**src/rtl/cpu_glue_pkg.sv**
```systemverilog
package cpu_glue_pkg;

    localparam int ADDR_MSB   = 23;
    localparam int REGION_LSB = 20;
    localparam int SLOT_BITS  = 3;
    localparam int NUM_SLOTS  = 1 << SLOT_BITS;
    localparam int DIV_W      = 4;

    typedef enum logic [2:0] {
        SLOT_ROM  = 3'd0,
        SLOT_PIO  = 3'd1,
        SLOT_UART = 3'd2,
        SLOT_IDE  = 3'd3
    } slot_e;

    typedef struct packed {
        logic rom;
        logic pio;
        logic uart;
        logic ide;
        logic exp;
        logic ram;
    } dev_sel_t;

    typedef struct packed {
        logic [DIV_W-1:0] cnt;
    } div_state_t;

endpackage

```
**src/rtl/glue_addr_decode.sv**
```systemverilog
module glue_addr_decode
    import cpu_glue_pkg::*;
(
    input  logic [ADDR_MSB:1] addr_i,
    input  logic              as_n_i,
    output dev_sel_t          sel_o
);

    logic [NUM_SLOTS-1:0] slot_hit;
    logic                 low_half;

    assign low_half = ~addr_i[ADDR_MSB];

    for (genvar s = 0; s < NUM_SLOTS; s++) begin : g_slot
        assign slot_hit[s] = low_half &&
            (addr_i[REGION_LSB+SLOT_BITS-1:REGION_LSB] == SLOT_BITS'(s));
    end

    always_comb begin
        sel_o      = '0;
        sel_o.rom  = slot_hit[SLOT_ROM];
        sel_o.pio  = slot_hit[SLOT_PIO];
        sel_o.uart = slot_hit[SLOT_UART];
        sel_o.ide  = slot_hit[SLOT_IDE];
        sel_o.exp  = |slot_hit[NUM_SLOTS-1:4];
        sel_o.ram  = addr_i[ADDR_MSB];
        if (as_n_i) begin
            sel_o = '0;
        end
    end

endmodule

```
**src/rtl/glue_strobe_gen.sv**
```systemverilog
module glue_strobe_gen (
    input  logic as_n_i,
    input  logic uds_n_i,
    input  logic lds_n_i,
    input  logic rw_i,
    input  logic ram_sel_i,
    output logic rd_n_o,
    output logic wr_n_o,
    output logic ram_ub_n_o,
    output logic ram_lb_n_o
);

    logic xfer;

    always_comb begin
        xfer       = ~as_n_i && (~uds_n_i || ~lds_n_i);
        rd_n_o     = ~(xfer && rw_i);
        wr_n_o     = ~(xfer && ~rw_i);
        ram_ub_n_o = ram_sel_i ? uds_n_i : 1'b1;
        ram_lb_n_o = ram_sel_i ? lds_n_i : 1'b1;
    end

endmodule

```
**src/rtl/glue_clk_div.sv**
```systemverilog
module glue_clk_div
    import cpu_glue_pkg::*;
#(
    parameter int SEL_W = 3
) (
    input  logic             clk_i,
    input  logic             rst_n_i,
    input  logic [SEL_W-1:0] sel_i,
    output logic             cpu_clk_o
);

    div_state_t state_d;
    div_state_t state_q;

    always_comb begin
        state_d     = state_q;
        state_d.cnt = state_q.cnt + DIV_W'(1);
    end

    always_ff @(posedge clk_i or negedge rst_n_i) begin
        if (!rst_n_i) begin
            state_q <= '0;
        end else begin
            state_q <= state_d;
        end
    end

    always_comb begin
        if (sel_i == '0) begin
            cpu_clk_o = clk_i;
        end else if (int'(sel_i) >= DIV_W) begin
            cpu_clk_o = state_q.cnt[DIV_W-1];
        end else begin
            cpu_clk_o = state_q.cnt[int'(sel_i) - 1];
        end
    end

endmodule

```
**src/rtl/cpu_bus_glue.sv**
```systemverilog
module cpu_bus_glue
    import cpu_glue_pkg::*;
#(
    parameter int SEL_W = 3
) (
    input  logic              clk_i,
    input  logic              rst_n_i,
    input  logic [SEL_W-1:0]  clk_sel_i,
    input  logic [ADDR_MSB:1] addr_i,
    input  logic              as_n_i,
    input  logic              uds_n_i,
    input  logic              lds_n_i,
    input  logic              rw_i,
    output logic              rom_cs_n_o,
    output logic              ram_cs_n_o,
    output logic              ram_ub_n_o,
    output logic              ram_lb_n_o,
    output logic              pio_cs_n_o,
    output logic [1:0]        pio_reg_o,
    output logic              uart_cs_n_o,
    output logic              ide_cs_n_o,
    output logic              exp_cs_n_o,
    output logic              rd_n_o,
    output logic              wr_n_o,
    output logic              dtack_n_o,
    output logic              cpu_clk_o
);

    dev_sel_t sel;

    glue_addr_decode u_dec (
        .addr_i (addr_i),
        .as_n_i (as_n_i),
        .sel_o  (sel)
    );

    glue_strobe_gen u_stb (
        .as_n_i     (as_n_i),
        .uds_n_i    (uds_n_i),
        .lds_n_i    (lds_n_i),
        .rw_i       (rw_i),
        .ram_sel_i  (sel.ram),
        .rd_n_o     (rd_n_o),
        .wr_n_o     (wr_n_o),
        .ram_ub_n_o (ram_ub_n_o),
        .ram_lb_n_o (ram_lb_n_o)
    );

    glue_clk_div #(.SEL_W(SEL_W)) u_div (
        .clk_i     (clk_i),
        .rst_n_i   (rst_n_i),
        .sel_i     (clk_sel_i),
        .cpu_clk_o (cpu_clk_o)
    );

    assign rom_cs_n_o  = ~sel.rom;
    assign ram_cs_n_o  = ~sel.ram;
    assign pio_cs_n_o  = ~sel.pio;
    assign uart_cs_n_o = ~sel.uart;
    assign ide_cs_n_o  = ~sel.ide;
    assign exp_cs_n_o  = ~sel.exp;
    assign pio_reg_o   = addr_i[2:1];
    assign dtack_n_o   = 1'b0;

endmodule

```
**config.mk**
```make
export PLATFORM = sky130hd
export DESIGN_NAME = cpu_bus_glue
export DESIGN_NICKNAME = d
export VERILOG_FILES = /design/src/rtl/cpu_glue_pkg.sv /design/src/rtl/glue_addr_decode.sv /design/src/rtl/glue_strobe_gen.sv /design/src/rtl/glue_clk_div.sv /design/src/rtl/cpu_bus_glue.sv
export SDC_FILE = /design/constraint.sdc
export NUM_CORES = 1
export LEC_CHECK = 0
export ABC_AREA = 1
export BUFFER_PORTS_ARGS = -buffer_cell sky130_fd_sc_hd__buf_4
export CAP_MARGIN = 15
export CORE_AREA = 10 10 47 49
export DETAILED_ROUTE_END_ITERATION = 10
export DIE_AREA = 0 0 57 59
export PLACE_DENSITY = 0.68
export RECOVER_POWER = 100
export SLEW_MARGIN = 20
export SYNTH_ARGS = -nofsm -noshare
export SYNTH_HDL_FRONTEND = slang
export SYNTH_SLANG_ARGS = --single-unit
```
**constraint.sdc**
```tcl
create_clock -name clk_i -period 1.2 [get_ports clk_i]
set_clock_uncertainty 0.05 [all_clocks]
set_input_delay 0.12 -clock clk_i [delete_from_list [all_inputs] [get_ports clk_i]]
set_output_delay 0.12 -clock clk_i [all_outputs]
set_load 0.03 [all_outputs]
```
# [Word-level counts from Yosys, hierarchy flattened]
# Cells that the tools add are included.
[classes] addsub=2 magnitude_cmp=2 n_eq_ne=7 mux=8 n_bitwise=13 reduce_logical=15
[ops] op="32-bit by 4-bit < comparator with 1-bit output (second input constant)" count=1
[ops] op="1-bit NOT" count=13
[ops] op="3-bit equality test (second input constant)" count=4
[ops] op="1-bit logical AND" count=11
[ops] op="3-bit by 2-bit equality test with 1-bit output (second input constant)" count=2
[ops] op="3-bit zero test" count=2
[ops] op="1-bit two-way mux" count=6
[ops] op="6-bit two-way mux" count=1
[ops] op="4-bit by 1-bit adder with 4-bit output (second input constant)" count=1
[ops] op="4-bit OR reduction" count=1
[ops] op="3-bit by 1-bit subtractor with 4-bit output (second input constant)" count=1
[ops] op="3-bit by 1-bit equality test with 1-bit output (second input constant)" count=1
[ops] op="3-bit greater-or-equal comparator (second input constant)" count=1
[ops] op="1-bit binary-select mux with 2-bit select" count=1
[ops] op="1-bit logical OR" count=1
[totals] ff_bits=4 inputBits=32 out_inout_bits=14 word_cells=48

# [Logic depth before layout (Yosys ltp)]
[depth] depth_word=6 depth_mapped=8 mapped_depth_nobuf=8

# [Hierarchy]
# From an unflattened synthesis, not the netlist that was laid out.
[unflattened] hier_cells=63 hier_area_um2=374.1
[modules_own_cells] module="glue_clk_div" instances=1 cells_each=29 area_each_um2=229.0 seq_area_each_um2=100.1
[modules_own_cells] module="glue_addr_decode" instances=1 cells_each=15 area_each_um2=60.1 seq_area_each_um2=0.0
[modules_own_cells] module="cpu_bus_glue" instances=1 cells_each=10 area_each_um2=48.8 seq_area_each_um2=0.0
[modules_own_cells] module="glue_strobe_gen" instances=1 cells_each=9 area_each_um2=36.3 seq_area_each_um2=0.0

==> flow_metrics.tcl <==
set metrics [dict create \
    internal_power_uw 422 \
    p_sw_uw 183 \
    drt-initial-drc-count 6 \
    syn_avg_cell_area_um2 6.87 \
    synthTopCellsByArea "dfrtp_1 30%, nand2_1 12%, inv_1 11%" \
    placementRows 14 \
    die_w_um 57 \
    hp-class "primary input to async pin" \
    drc 0 \
    antenna_cells 0 \
    wl_um 1200 \
    hold_viol_final 0 \
    grt_pass1_vias 471 \
    final_cell_mix "19 x buf_4, 11 x nand2_1, 10 x inv_1" \
    finalWorstSetupSlack_ps -202 \
    grt-ovfl-total 0 \
    largest_reg_flops 4 \
    yosysWarnings 0 \
    arrival_ps 1230 \
    final_nets 117 \
    required_ps 1030 \
    firstDrtPassIters 4 \
    grt.total_usage_pct 7.48 \
    vias 437 \
    post-route-period-util_pct 117 \
    wl_per_cell_um 12.4 \
    grt_setup_unrepaired "yes" \
    hpwl_um 915 \
    cellLeakagePower_uw 0.000318 \
    pwr_density_cell_nw_per_um2 1060 \
    synth_fp_nets 83 \
    synth-seq-area-share_pct 29.7 \
    regArea_um2 100 \
    dpl_cell_area_um2 514 \
    grt_max_degree 5 \
    place_congestion 0.729 \
    fin_area_um2 568 \
    vias_per_cell 4.51 \
    io_buffers 23 \
    pwr-share-seq_pct 22.4 \
    setup_viol 2 \
    die_h_um 59 \
    critPathMaxFanout 2 \
    place_inst 86 \
    period_needed_ps 1400 \
    violations "setup timing" \
    clk_latency_ps 340 \
    grt_pass1_wl_um 1880 \
    synth_area_um2 337 \
    cpMostUsedCell "nand2_1" \
    stdcell_count 97 \
    crit_chain "nor2_2, nand2_1, nand2_1, nand2_1, nand2_1, nand2_1, buf_6" \
    ant_nets 0 \
    drv_slew 0 \
    fmax_ghz 0.713 \
    rr_worst_depth 4 \
    fp.dieArea_um2 3360 \
    yosysTopAreaCell "dfrtp_1" \
    drv_cap 0 \
    pwr-share-clk_pct 57.8 \
    clk_pin_slew_ps 40 \
    io_pins 46 \
    status "complete, but fails checks" \
    p_comb_share_pct 19.8 \
    grt_antenna_before_repair 0 \
    swShare_pct 30.3 \
    cp_slowest_cell "dfrtp_1" \
    multi_input_area_um2 168 \
    fin_util_pct 40.5 \
    syn_to_final_growth_pct 68.8 \
    top_register "u_div.state_q" \
    start_kind "register" \
    cts_tree "yes" \
    crit_type "register to primary output" \
    core_area_um2 1400 \
    n_fill_cell 160 \
    layout_commonest_cell "buf_4" \
    syn_inst 49 \
    drive_gt1_share_pct 34.6 \
    ys_ff_latch 4 \
    vdd_ir_drop_max_uv 796 \
    slowest_delay_ps 390 \
    top_regs "u_div.state_q: 4 flops" \
    yosysUniqueCellTypes 16 \
    synth_top_area_share_pct 29.7 \
    end_kind "primary output" \
    initial_core_util_pct 24.0 \
]
==> area by class of cell <==
type,count,share of cell area [%]
clock buffers,7,9.91
inverters,11,7.27
multi-input cells,31,29.5
flip-flops and latches,4,17.6
well taps,16,3.52
repair buffers,28,32.2
==> routing by layer <==
layer  wire length, µm  part of all wire [%]  up-vias  GRT usage [%]
met4                27                   2.2        0           7.05
met3               160                    13        4           6.44
met2               529                    44       28           10.9
li1                  -                     -      210              -
met5                 0                     0        -              0
met1               485                    40      195           6.17
==> power groups by stage <==
stage                     Combinational [µW]  Sequential (µW)  Clock, µW
after floorplan                         76.1              137       18.8
after global placement                   124              137       28.3
after detailed placement                 126              137       28.3
after CTS                                130              135        372
after global routing                     132              135        381
final                                    119              136        349
==> worst paths after layout <==
check | startpoint | to | slack, ps
min reg2reg | u_div.state_q[3]$_DFF_PN0_ | u_div.state_q[3]$_DFF_PN0_ | 490
min in group clk_i | addr_i[1] | pio_reg_o[0] | 190
max reg2reg | u_div.state_q[2]$_DFF_PN0_ | u_div.state_q[3]$_DFF_PN0_ | 180
max | u_div.state_q[2]$_DFF_PN0_ | cpu_clk_o | -200
max in group asynchronous | rst_n_i | u_div.state_q[3]$_DFF_PN0_ | 800
min | rst_n_i | u_div.state_q[0]$_DFF_PN0_ | 110
==> through the flow <==
step           hold WS (ps)  setup slack, ps  TNS (ps)  power [µW]
2_1_floorplan          -226              134         0         232
3_3_place_gp           -132            -28.9     -28.9         289
3_5_place_dp           -131            -47.6     -47.6         292
4_1_cts                42.1             -199      -199         637
5_1_grt                 125             -262      -294         649
6_report                106             -202      -202         605
==> critical path, delay by kind of cell (launching register included) <==
family / cells / cell delay, ps
buf+inv: 1 / 140
simple gates: 6 / 350
flops: 1 / 390
==> cells by family after synthesis <==
group | share of synthesized area, %
flops | 29.7
other cells | 1.11
fa+ha+maj | 7.43
buf+inv | 19.0
compound gates | 4.46
simple gates | 33.1
xor+xnor | 5.21
==> timing repair <==
item,4_1_cts,5_1_grt
pin swaps,1,0
endpoints found under the hold margin,4,0
endpoints found under the setup margin,2,2
hold buffers,1,0
setup buffers,3,1
gates resized for setup,1,0
==> cell usage after synthesis, drive strengths merged <==
| cell type | number |
|---|---|
| ha | 2 |
| xor2 | 2 |
| o21ai | 1 |
| nand3 | 6 |
| conb | 1 |
| nand2 | 11 |
| dfrtp | 4 |
| buf | 3 |
| nand3b | 1 |
| a21oi | 2 |
| nor3 | 1 |
| inv | 11 |
| nor2 | 2 |
| or2 | 2 |
Note: power is estimated with default switching activity, not from simulation.
